--- src/rtl/mbw_pkg.sv ---
`timescale 1ns/1ps
package mbw_pkg;
  // header field positions: the sequencer decodes these
  localparam int HDR_MASK_BIT  = 0;
  localparam int HDR_WIDE_BIT  = 1;
  localparam int HDR_UPPER_BIT = 2;
  localparam int WORD_W        = 16;

  typedef enum logic [1:0] {
    ST_IDLE = 2'd0,
    ST_MASK = 2'd1,
    ST_DATA = 2'd2
  } seq_st_e;
endpackage

--- src/rtl/mbw_seq.sv ---
`timescale 1ns/1ps
module mbw_seq
  import mbw_pkg::*;
#(
  parameter int ENTRIES = 4,
  parameter int BEATS   = 16,
  localparam int IDX_W  = $clog2(ENTRIES),
  localparam int BEAT_W = $clog2(BEATS)
) (
  input  logic              clk,
  input  logic              rst_n,
  input  logic              hdr_vld,
  input  logic [WORD_W-1:0] rx_word,
  input  logic              full,
  input  logic [IDX_W-1:0]  cur_slot,
  output logic              busy,
  output logic              hdr_err,
  output logic              op_done,
  output logic              op_fin,
  output logic              wr_data_en,
  output logic              wr_mask_en,
  output logic              wr_fill,
  output logic              wr_half,
  output logic [BEAT_W-1:0] wr_beat,
  output logic [IDX_W-1:0]  wr_idx,
  output logic [WORD_W-1:0] wr_word
);
  seq_st_e           st_q;
  logic              part_q, masked_q, wide_q, upper_q;
  logic [BEAT_W-1:0] beat_q;
  logic [IDX_W-1:0]  idx_q;
  logic              start, last_beat, more_part;

  function automatic seq_st_e part_entry(input logic masked);
    return masked ? ST_MASK : ST_DATA;
  endfunction

  assign busy       = (st_q != ST_IDLE);
  assign start      = hdr_vld && !busy && !full;
  assign last_beat  = (st_q == ST_DATA) && (beat_q == BEAT_W'(BEATS - 1));
  assign more_part  = wide_q && !part_q;
  assign op_fin     = last_beat && !more_part;

  assign wr_data_en = (st_q == ST_DATA);
  assign wr_mask_en = (st_q == ST_MASK);
  assign wr_fill    = wr_data_en && (beat_q == '0) && !masked_q;
  assign wr_half    = wide_q ? part_q : upper_q;
  assign wr_beat    = beat_q;
  assign wr_idx     = idx_q;
  assign wr_word    = rx_word;

  always_ff @(posedge clk) begin
    if (!rst_n) begin
      st_q     <= ST_IDLE;
      part_q   <= 1'b0;
      masked_q <= 1'b0;
      wide_q   <= 1'b0;
      upper_q  <= 1'b0;
      beat_q   <= '0;
      idx_q    <= '0;
      hdr_err  <= 1'b0;
      op_done  <= 1'b0;
    end else begin
      hdr_err <= hdr_vld && busy;
      op_done <= op_fin;
      case (st_q)
        ST_IDLE: if (start) begin
          st_q     <= part_entry(rx_word[HDR_MASK_BIT]);
          masked_q <= rx_word[HDR_MASK_BIT];
          wide_q   <= rx_word[HDR_WIDE_BIT];
          upper_q  <= rx_word[HDR_UPPER_BIT];
          part_q   <= 1'b0;
          beat_q   <= '0;
          idx_q    <= cur_slot;
        end
        ST_MASK: st_q <= ST_DATA;
        ST_DATA: begin
          beat_q <= beat_q + 1'b1;
          if (last_beat) begin
            beat_q <= '0;
            if (more_part) begin
              part_q <= 1'b1;
              st_q   <= part_entry(masked_q);
            end else begin
              st_q <= ST_IDLE;
            end
          end
        end
        default: st_q <= ST_IDLE;
      endcase
    end
  end


  busy_hdr_err_chk: assert property (@(posedge clk) disable iff (!rst_n)
    hdr_vld && busy |=> hdr_err);

  mask_beat_first_chk: assert property (@(posedge clk) disable iff (!rst_n)
    start && rx_word[HDR_MASK_BIT] |=> wr_mask_en);

  data_follows_hdr_chk: assert property (@(posedge clk) disable iff (!rst_n)
    start && !rx_word[HDR_MASK_BIT] |=> wr_data_en && (wr_beat == '0));

  second_part_chk: assert property (@(posedge clk) disable iff (!rst_n)
    last_beat && more_part |=> wr_half && (wr_mask_en || wr_data_en));

  done_single_chk: assert property (@(posedge clk) disable iff (!rst_n)
    op_done |=> !op_done);
endmodule

--- src/rtl/mbw_pool.sv ---
`timescale 1ns/1ps
module mbw_pool #(
  parameter int ENTRIES     = 4,
  localparam int IDX_W      = $clog2(ENTRIES),
  localparam int SLOT_W     = $clog2(ENTRIES) + 2,
  localparam int FULL_CODE  = 2 * ENTRIES
) (
  input  logic              clk,
  input  logic              rst_n,
  input  logic              alloc_vld,
  input  logic [IDX_W-1:0]  alloc_idx,
  input  logic              rel_vld,
  input  logic [IDX_W-1:0]  rel_idx,
  output logic [SLOT_W-1:0] free_code,
  output logic [IDX_W-1:0]  free_idx,
  output logic              full
);
  logic [ENTRIES-1:0] occ_q, occ_d;

  // lowest index whose occupied bit is clear, or the full code
  function automatic logic [SLOT_W-1:0] lowest_free(input logic [ENTRIES-1:0] o);
    logic [SLOT_W-1:0] c;
    c = SLOT_W'(FULL_CODE);
    for (int i = ENTRIES - 1; i >= 0; i--)
      if (!o[i]) c = SLOT_W'(i);
    return c;
  endfunction

  always_comb begin
    occ_d = occ_q;
    if (rel_vld)   occ_d[rel_idx]   = 1'b0;
    if (alloc_vld) occ_d[alloc_idx] = 1'b1;
  end

  always_ff @(posedge clk) begin
    if (!rst_n) occ_q <= '0;
    else        occ_q <= occ_d;
  end

  assign free_code = lowest_free(occ_q);
  assign free_idx  = free_code[IDX_W-1:0];
  assign full      = &occ_q;


  alloc_marks_chk: assert property (@(posedge clk) disable iff (!rst_n)
    alloc_vld |=> occ_q[$past(alloc_idx)]);

  alloc_on_free_chk: assert property (@(posedge clk) disable iff (!rst_n)
    alloc_vld |-> !occ_q[alloc_idx]);

  release_clears_chk: assert property (@(posedge clk) disable iff (!rst_n)
    rel_vld && !(alloc_vld && (alloc_idx == rel_idx)) |=> !occ_q[$past(rel_idx)]);

  full_code_chk: assert property (@(posedge clk) disable iff (!rst_n)
    full |-> (free_code == SLOT_W'(FULL_CODE)));

  code_range_chk: assert property (@(posedge clk) disable iff (!rst_n)
    (free_code < SLOT_W'(ENTRIES)) || (free_code == SLOT_W'(FULL_CODE)));
endmodule

--- src/rtl/mbw_store.sv ---
`timescale 1ns/1ps
module mbw_store
  import mbw_pkg::*;
#(
  parameter int ENTRIES       = 4,
  parameter int BEATS         = 16,
  localparam int IDX_W        = $clog2(ENTRIES),
  localparam int BEAT_W       = $clog2(BEATS),
  localparam int HALF_BYTES   = 2 * BEATS,
  localparam int ENTRY_BITS   = 2 * HALF_BYTES * 8,
  localparam int MASK_BITS    = 2 * BEATS
) (
  input  logic                  clk,
  input  logic                  rst_n,
  input  logic                  wr_data_en,
  input  logic                  wr_mask_en,
  input  logic                  wr_fill,
  input  logic                  wr_half,
  input  logic [BEAT_W-1:0]     wr_beat,
  input  logic [IDX_W-1:0]      wr_idx,
  input  logic [WORD_W-1:0]     wr_word,
  input  logic [IDX_W-1:0]      rd_idx,
  output logic [ENTRY_BITS-1:0] rd_data,
  output logic [MASK_BITS-1:0]  rd_mask
);
  logic [ENTRY_BITS-1:0] all_data [ENTRIES];
  logic [MASK_BITS-1:0]  all_mask [ENTRIES];

  // bit position of the two bytes carried by one data beat
  function automatic int byte_lsb(input logic half, input logic [BEAT_W-1:0] beat);
    return ((half ? HALF_BYTES : 0) + 2 * int'(beat)) * 8;
  endfunction

  function automatic int mask_lsb(input logic half);
    return half ? BEATS : 0;
  endfunction

  for (genvar e = 0; e < ENTRIES; e++) begin : g_ent
    logic [ENTRY_BITS-1:0] dq;
    logic [MASK_BITS-1:0]  mq;
    logic                  hit;
    assign hit = (wr_idx == IDX_W'(e));

    always_ff @(posedge clk) begin
      if (!rst_n) begin
        dq <= '0;
        mq <= '0;
      end else if (hit) begin
        if (wr_data_en) dq[byte_lsb(wr_half, wr_beat) +: 16] <= wr_word;
        if (wr_mask_en) mq[mask_lsb(wr_half) +: BEATS] <= wr_word[BEATS-1:0];
        else if (wr_fill) mq[mask_lsb(wr_half) +: BEATS] <= '1;
      end
    end

    assign all_data[e] = dq;
    assign all_mask[e] = mq;
  end

  assign rd_data = all_data[rd_idx];
  assign rd_mask = all_mask[rd_idx];


  mask_vs_data_chk: assert property (@(posedge clk) disable iff (!rst_n)
    !(wr_mask_en && (wr_data_en || wr_fill)));
endmodule

--- src/rtl/mbw_receiver.sv ---
`timescale 1ns/1ps
module mbw_receiver
  import mbw_pkg::*;
#(
  parameter int ENTRIES       = 4,
  parameter int BEATS         = 16,
  localparam int IDX_W        = $clog2(ENTRIES),
  localparam int SLOT_W       = $clog2(ENTRIES) + 2,
  localparam int BEAT_W       = $clog2(BEATS),
  localparam int ENTRY_BITS   = 2 * 2 * BEATS * 8,
  localparam int MASK_BITS    = 2 * BEATS,
  localparam int FULL_CODE    = 2 * ENTRIES
) (
  input  logic                  clk,
  input  logic                  rst_n,
  input  logic                  hdr_vld,
  input  logic [WORD_W-1:0]     rx_word,
  input  logic                  rel_vld,
  input  logic [IDX_W-1:0]      rel_idx,
  input  logic [IDX_W-1:0]      rd_idx,
  output logic [SLOT_W-1:0]     wr_slot,
  output logic                  busy,
  output logic                  op_done,
  output logic                  hdr_err,
  output logic [ENTRY_BITS-1:0] rd_data,
  output logic [MASK_BITS-1:0]  rd_mask
);
  logic              full, op_fin;
  logic [SLOT_W-1:0] free_code;
  logic [IDX_W-1:0]  free_idx, wr_idx;
  logic              wr_data_en, wr_mask_en, wr_fill, wr_half;
  logic [BEAT_W-1:0] wr_beat;
  logic [WORD_W-1:0] wr_word;

  mbw_seq #(.ENTRIES(ENTRIES), .BEATS(BEATS)) u_seq (
    .clk, .rst_n, .hdr_vld, .rx_word,
    .full, .cur_slot(free_idx),
    .busy, .hdr_err, .op_done, .op_fin,
    .wr_data_en, .wr_mask_en, .wr_fill, .wr_half,
    .wr_beat, .wr_idx, .wr_word
  );

  mbw_pool #(.ENTRIES(ENTRIES)) u_pool (
    .clk, .rst_n,
    .alloc_vld(op_fin), .alloc_idx(wr_idx),
    .rel_vld, .rel_idx,
    .free_code, .free_idx, .full
  );

  mbw_store #(.ENTRIES(ENTRIES), .BEATS(BEATS)) u_store (
    .clk, .rst_n,
    .wr_data_en, .wr_mask_en, .wr_fill, .wr_half,
    .wr_beat, .wr_idx, .wr_word,
    .rd_idx, .rd_data, .rd_mask
  );

  assign wr_slot = busy ? SLOT_W'(wr_idx) : free_code;


  full_reject_chk: assert property (@(posedge clk) disable iff (!rst_n)
    !busy && hdr_vld && (wr_slot == SLOT_W'(FULL_CODE)) |=> !busy && !hdr_err);

  slot_hold_chk: assert property (@(posedge clk) disable iff (!rst_n)
    busy && $past(busy) |-> $stable(wr_slot));

  done_idle_chk: assert property (@(posedge clk) disable iff (!rst_n)
    op_done |-> !busy);
endmodule

--- config.mk ---
export PLATFORM = sky130hd
export DESIGN_NAME = mbw_receiver
export DESIGN_NICKNAME = d
export VERILOG_FILES = /design/src/rtl/mbw_pkg.sv /design/src/rtl/mbw_seq.sv /design/src/rtl/mbw_pool.sv /design/src/rtl/mbw_store.sv /design/src/rtl/mbw_receiver.sv
export SDC_FILE = /design/constraint.sdc
export NUM_CORES = 2
export LEC_CHECK = 0
export BUFFER_PORTS_ARGS = -buffer_cell sky130_fd_sc_hd__clkbuf_2
export CAP_MARGIN = 40
export CORE_AREA = 2 2 408 410
export DETAILED_ROUTE_END_ITERATION = 16
export DIE_AREA = 0 0 410 412
export PLACE_DENSITY = 0.76
export SETUP_SLACK_MARGIN = 0.1
export SYNTH_ARGS = -nofsm -noshare
export SYNTH_HDL_FRONTEND = slang
export SYNTH_SLANG_ARGS = --single-unit
--- constraint.sdc ---
create_clock -name clk -period 3.2 [get_ports clk]
set_clock_uncertainty 0.2 [all_clocks]
set_input_delay 0.64 -clock clk [delete_from_list [all_inputs] [get_ports clk]]
set_output_delay 0.64 -clock clk [all_outputs]
set_load 0.05 [all_outputs]
Word level (Yosys, flattened, before mapping)
Cells that the tools add are included.

operators by class
  add/subtract/negate cells = 4
  order comparisons = 5
  equal/unequal tests = 9
  shifts and indexed selects = 5
  mux-type cells = 53
  bitwise operators = 4
  reduce and logical (&&, ||, !) cells = 34

operator list
  operator                     number
  $bwmux W512                  4
  $bmux W512 S2                1
  $mux W512                    2
  $shift A16 B33 Y512 const A  1
  $shiftx A16 B33 Y512         1
  $mux W32                     10
  $bwmux W32                   8
  $neg A32 Y33                 2
  $bmux W32 S2                 1
  $mux W4                      9
  $shift A16 B33 Y32 const A   1
  $shiftx A16 B33 Y32          1
  $shiftx A16 B33 Y32 const A  1
  $add A29 B6 Y29              1
  $reduce_and A2 Y1            11
  $logic_and A1 B1 Y1          10
  $mux W2                      5
  $pmux W4 S2                  1
  $reduce_and A4 Y1            2
  $eq A2 B2 Y1 const B         3
  $lt A2 B3 Y1 const B         2
  $mux W1                      6
  $mux W6                      1
  $pmux W2 S3                  1
  other kinds (18)             29

storage, ports and cells
  flip-flop bits (word level) = 2194
  bits of input ports = 24
  output and inout bits = 551
  logic and storage cells = 132

Depth between registers and ports, before layout
  depth in word-level cells = 9
  gate-level depth with buffers = 15
  gate-level depth less buffers = 9

By module
Synthesis repeated with hierarchy kept, for this count alone.

unflattened totals
  cell total of the unflattened synthesis = 8610
  area total of the unflattened synthesis = 94770.9 um^2

by module, submodules not included
  module        instances  cells an instance  area an instance (um^2)  sequential area each (um^2)
  mbw_store     1          8484               93723.6                  43561.8
  mbw_seq       1          92                 778.2                    280.3
  mbw_pool      1          30                 229.0                    80.1
  mbw_receiver  1          4                  40.0                     0.0

Worst setup path after synthesis
OpenSTA, ideal clock, no wires.

  path type = input port to output port
  start = input rd_idx[0]
  end = output rd_data[353]
  arrival = 2712 ps
  required time = 2360 ps
  path slack = -352 ps
  stages = 5
  buffers on the path = 4
  path through = clkbuf_1 > clkbuf_1 > buf_1 > buf_1 > mux4_2

on the way
  cells in the longest elaborated chain, start to end = 4

ends and longest elaborated chain
  element                                        line                RTL
  start, declared                                mbw_receiver.sv:20  input logic [IDX_W-1:0] rd_idx,
  $not A2 Y3 (not written as such)               mbw_store.sv:59     assign rd_data = all_data[rd_idx];
  $bmux W512 S2                                  mbw_store.sv:59
  $mux W512 (not written as such) (2 in series)  mbw_store.sv:59
  end, declared                                  mbw_receiver.sv:25  output logic [ENTRY_BITS-1:0] rd_data,

No other way between the ends. The select of a mux whose other input is x is not followed.

Worst setup path in the final report
  start = input rd_idx[0]
  end = output rd_data[193]

Same word-level chain as after synthesis.

==> out/qor.yml <==
grt:
  grt_max_degree: 195
  antenna_found_initial: 22
  overflow: 0
  grt_pass1_vias: 71910
  grt_use_total: 0.3538
  grt_pass1_wl_um: 454300
placed_design:
  portBuffers: 573
  dpl_worst_slack_ns: -0.06202
  place_congestion: 0.9354
  dp_hpwl_um: 211100
layout:
  syn_to_final_growth_pct: 16.97
  fin_util: 0.6408
  fillerInstances: 12650
  nets: 9539
  drive_gt1_frac: 0.2198
setup_path:
  path_cells: "buf_12 > buf_12 > buf_12 > mux4_2 > clkbuf_2"
  path_common_cell: "buf_12"
  reg2reg_slack_ns: 0.15
  worst_setup_path_end_kind: "output pin"
  slowest_delay_ns: 0.64
  critPathLaunchType: "primary input"
  path_max_fanout: 15
  critPathKind: "primary input to output pin"
  r2r-start: "u_seq.wr_beat[0]"
  r2r_end: "u_store.g_ent[3].dq[309]"
  worst-r2r-cell-count: 7
  cpMaxStageDelayCell: "mux4_2"
  worstPathRequired_ns: 2.36
  cp.arrival_ns: 2.27
synthesis:
  netlist.area_leader.share: 0.4881
  syn-cell-area_sq_mm: 0.08998
  async_reset_ff_frac: 0
  synth_seq_cells: 2194
  syn_area_per_cell_sq_um: 9.924
  synth_ff_type: "dfxtp_1"
  ys_seq_area_frac: 0.4881
  synth-edff-count: 0
  syn_nets: 9097
  synth_top_cell_by_area: "dfxtp_1"
  synth_area_leaders: "dfxtp_1 49%, mux4_2 14%, mux2i_1 8.0%, nand2_1 7.8%, o21ai_0 6.8%"
  synth_cells: 9067
  yosysWarnings: 0
  ys_types: 79
floorplan:
  placementRows: 149
  ios: 575
  initial_utilization: 0.5478
  core-area_sq_mm: 0.1642
  dieWidth_um: 410
  die_area_sq_mm: 0.1689
  die_y_um: 412
flow_run:
  drv_cap: 0
pwr:
  vdd_drop_max_mv: 0.6489
  p_leak_nw: 39.33
  total_power_mw: 56.45
  power.density_mw_per_mm2: 536.4
sta:
  fin_setup_tns_ns: 0
  rsz0062_at_grt: "true"
  period_needed_ns: 3.109
  holdWs_ns: 0.1092
  min_period_over_period: 0.9716
  clock.fmax_mhz: 321.6
  tightestPinTransition_ns: 1.087
  max_slew_margin: 0.2753
  hold_viol_final: 0
  setup_viol: 0
  maxSlewViolCount: 0
  timing.final.ws_setup_ns: 0.09100
route:
  ant_nets: 0
  drc: 0
  post_drt_wl_per_cell_um: 25.85
  drtIter0Drc: 8803
  totalWireLength_um: 307400
  vias_per_cell: 6.319
  num_vias: 75150
  dr.pass1.iters: 8
clock_network:
  cts_tree: "built"
  clkSinkCount: 2194
  clkLatencyLatePin_ns: 0.89
  cts.clk_slew.worst_paths_ns: 0.06
  clockRootBuffer: "clkbuf_16"
  cts_buffer_depth: 3
  cts_made_buffers: 216
  h-tree-depth: 4
worst_hold_path:
  worstHoldPathCells: 3
  hp-class: "primary input to flip-flop"
  hold_end: "u_store.g_ent[2].dq[210]"
  min_from: "rx_word[2]"
status:
  status: "completed"
## cell usage after synthesis, drive strengths merged (13+ instances only)
library cell,number
dfxtp,2194
o2111ai,14
nor2,156
or3,18
a22o,96
nor3,42
o2bb2ai,39
o21ai,1241
buf,274
nand2,1888
mux2i,722
clkbuf,567
mux4,544
a21oi,90
and2,27
nand4,20
o211ai,203
nand2b,15
a32o,13
o22ai,33
nand3,755
## flip-flops by register name, summed over array words and instances (netlist names)
| name | count |
|---|---|
| u_pool.occ_q | 4 |
| u_seq.hdr_err | 1 |
| u_seq.masked_q | 1 |
| u_seq.op_done | 1 |
| u_seq.part_q | 1 |
| u_seq.st_q | 2 |
| u_seq.upper_q | 1 |
| u_seq.wide_q | 1 |
| u_seq.wr_beat | 4 |
| u_seq.wr_idx | 2 |
| u_store.g_ent.dq | 2048 |
| u_store.g_ent.mq | 128 |
## repair_timing
action | 4_1_cts | 5_1_grt
resized for setup | 17 | 34
setup endpoints to repair | 95 | 415
pin swaps | 0 | 4
endpoints found under the hold margin | 8 | 0
hold buffers | 7 | 0
gates cloned | 1 | 1
buffers inserted | 0 | 3
## cells by family (layout without fill, tap and decap cells)
group / count (synthesis) / in the layout / synth area share
other: 1 / 8 / 0.00004168
AND/OR/NAND/NOR: 2970 / 2970 / 0.1413
adder cells (fa/ha/maj): 6 / 6 / 0.0008343
flip-flops: 2194 / 2194 / 0.4881
multiplexers: 1268 / 1268 / 0.2167
buffers and inverters: 853 / 1482 / 0.03870
XOR/XNOR: 2 / 2 / 0.0002782
AO/OA/AOI/OAI: 1773 / 1773 / 0.1140
## metal layers
metal | vias to the layer above | global-route usage | share of wire
met2 | 4167 | 0.5254 | 0.44
met4 | 28 | 0.2311 | 0.073
met5 | - | 0 | 0.00054
met3 | 886 | 0.1012 | 0.11
met1 | 36830 | 0.4516 | 0.38
li1 | 33240 | - | -
## worst max path at each step
stage,start,endpoint
detailed placement,rd_idx[0],rd_data[88]
finish,rd_idx[0],rd_data[193]
global route,u_seq.wr_beat[0],u_store.g_ent[3].dq[307]
global placement,u_seq.wr_beat[1],u_store.g_ent[3].dq[337]
CTS,rd_idx[0],rd_data[286]
floorplan,u_seq.wr_beat[0],u_store.g_ent[3].dq[115]
## power by group
group          switching [mW]  internal (mW)  total [mW]
Sequential             0.0347           27.4        27.4
Combinational            1.93          0.784        2.72
Clock                    11.4           14.9        26.3
## critical path: cells and delay by family
kind                   cells  cell delay (ns)
multiplexers               1             0.64
buffers and inverters      4             0.92
## layout make-up
class / count / area (sq um) / area share
Tap cell: 2189 / 2739 / 0.02602
Antenna cell: 7 / 17.52 / 0.0001664
Clock inverter: 79 / 1052 / 0.009998
Sequential cell: 2194 / 43930 / 0.4174
Inverter: 12 / 46.29 / 0.0004399
Timing Repair Buffer: 1065 / 7831 / 0.07441
Multi-Input combinational cell: 6020 / 43180 / 0.4103
Clock buffer: 326 / 6450 / 0.06129
## stage by stage
stage | cell area, sq um | instances
floorplan | 90160 | 9067
global placement | 97260 | 11450
detailed placement | 97400 | 11470
CTS | 105100 | 11880
global route | 105200 | 11890
finish | 105200 | 11890
## placed cells by master (no fill, tap or decap), types with 13 or more instances in the layout
| cell type | synthesis | routed |
|---|---|---|
| nor3_2 | 8 | 17 |
| nand2_1 | 1879 | 1871 |
| mux4_2 | 544 | 544 |
| o211ai_1 | 203 | 203 |
| nor2_1 | 148 | 133 |
| clkbuf_2 | 3 | 563 |
| nand2_2 | 7 | 15 |
| buf_4 | 13 | 369 |
| o22ai_1 | 33 | 33 |
| o21ai_1 | 25 | 23 |
| o2111ai_2 | 0 | 14 |
| nor2_2 | 8 | 17 |
| a21oi_1 | 87 | 80 |
| nand4_1 | 20 | 20 |
| mux2i_1 | 722 | 722 |
| a22o_1 | 96 | 96 |
| o2bb2ai_1 | 39 | 39 |
| or3_1 | 18 | 15 |
| a32o_1 | 13 | 13 |
| clkbuf_16 | 0 | 218 |
| clkbuf_8 | 0 | 61 |
| buf_2 | 116 | 16 |
| o21ai_0 | 1216 | 1215 |
| dfxtp_1 | 2194 | 2191 |
| buf_12 | 0 | 88 |
| and2_1 | 25 | 25 |
| clkinv_16 | 0 | 13 |
| nor3_1 | 34 | 25 |
| nand3_2 | 15 | 22 |
| clkinv_2 | 0 | 40 |
| nand3_1 | 740 | 733 |
| clkbuf_1 | 564 | 48 |
(Power assumes the default switching activity.)
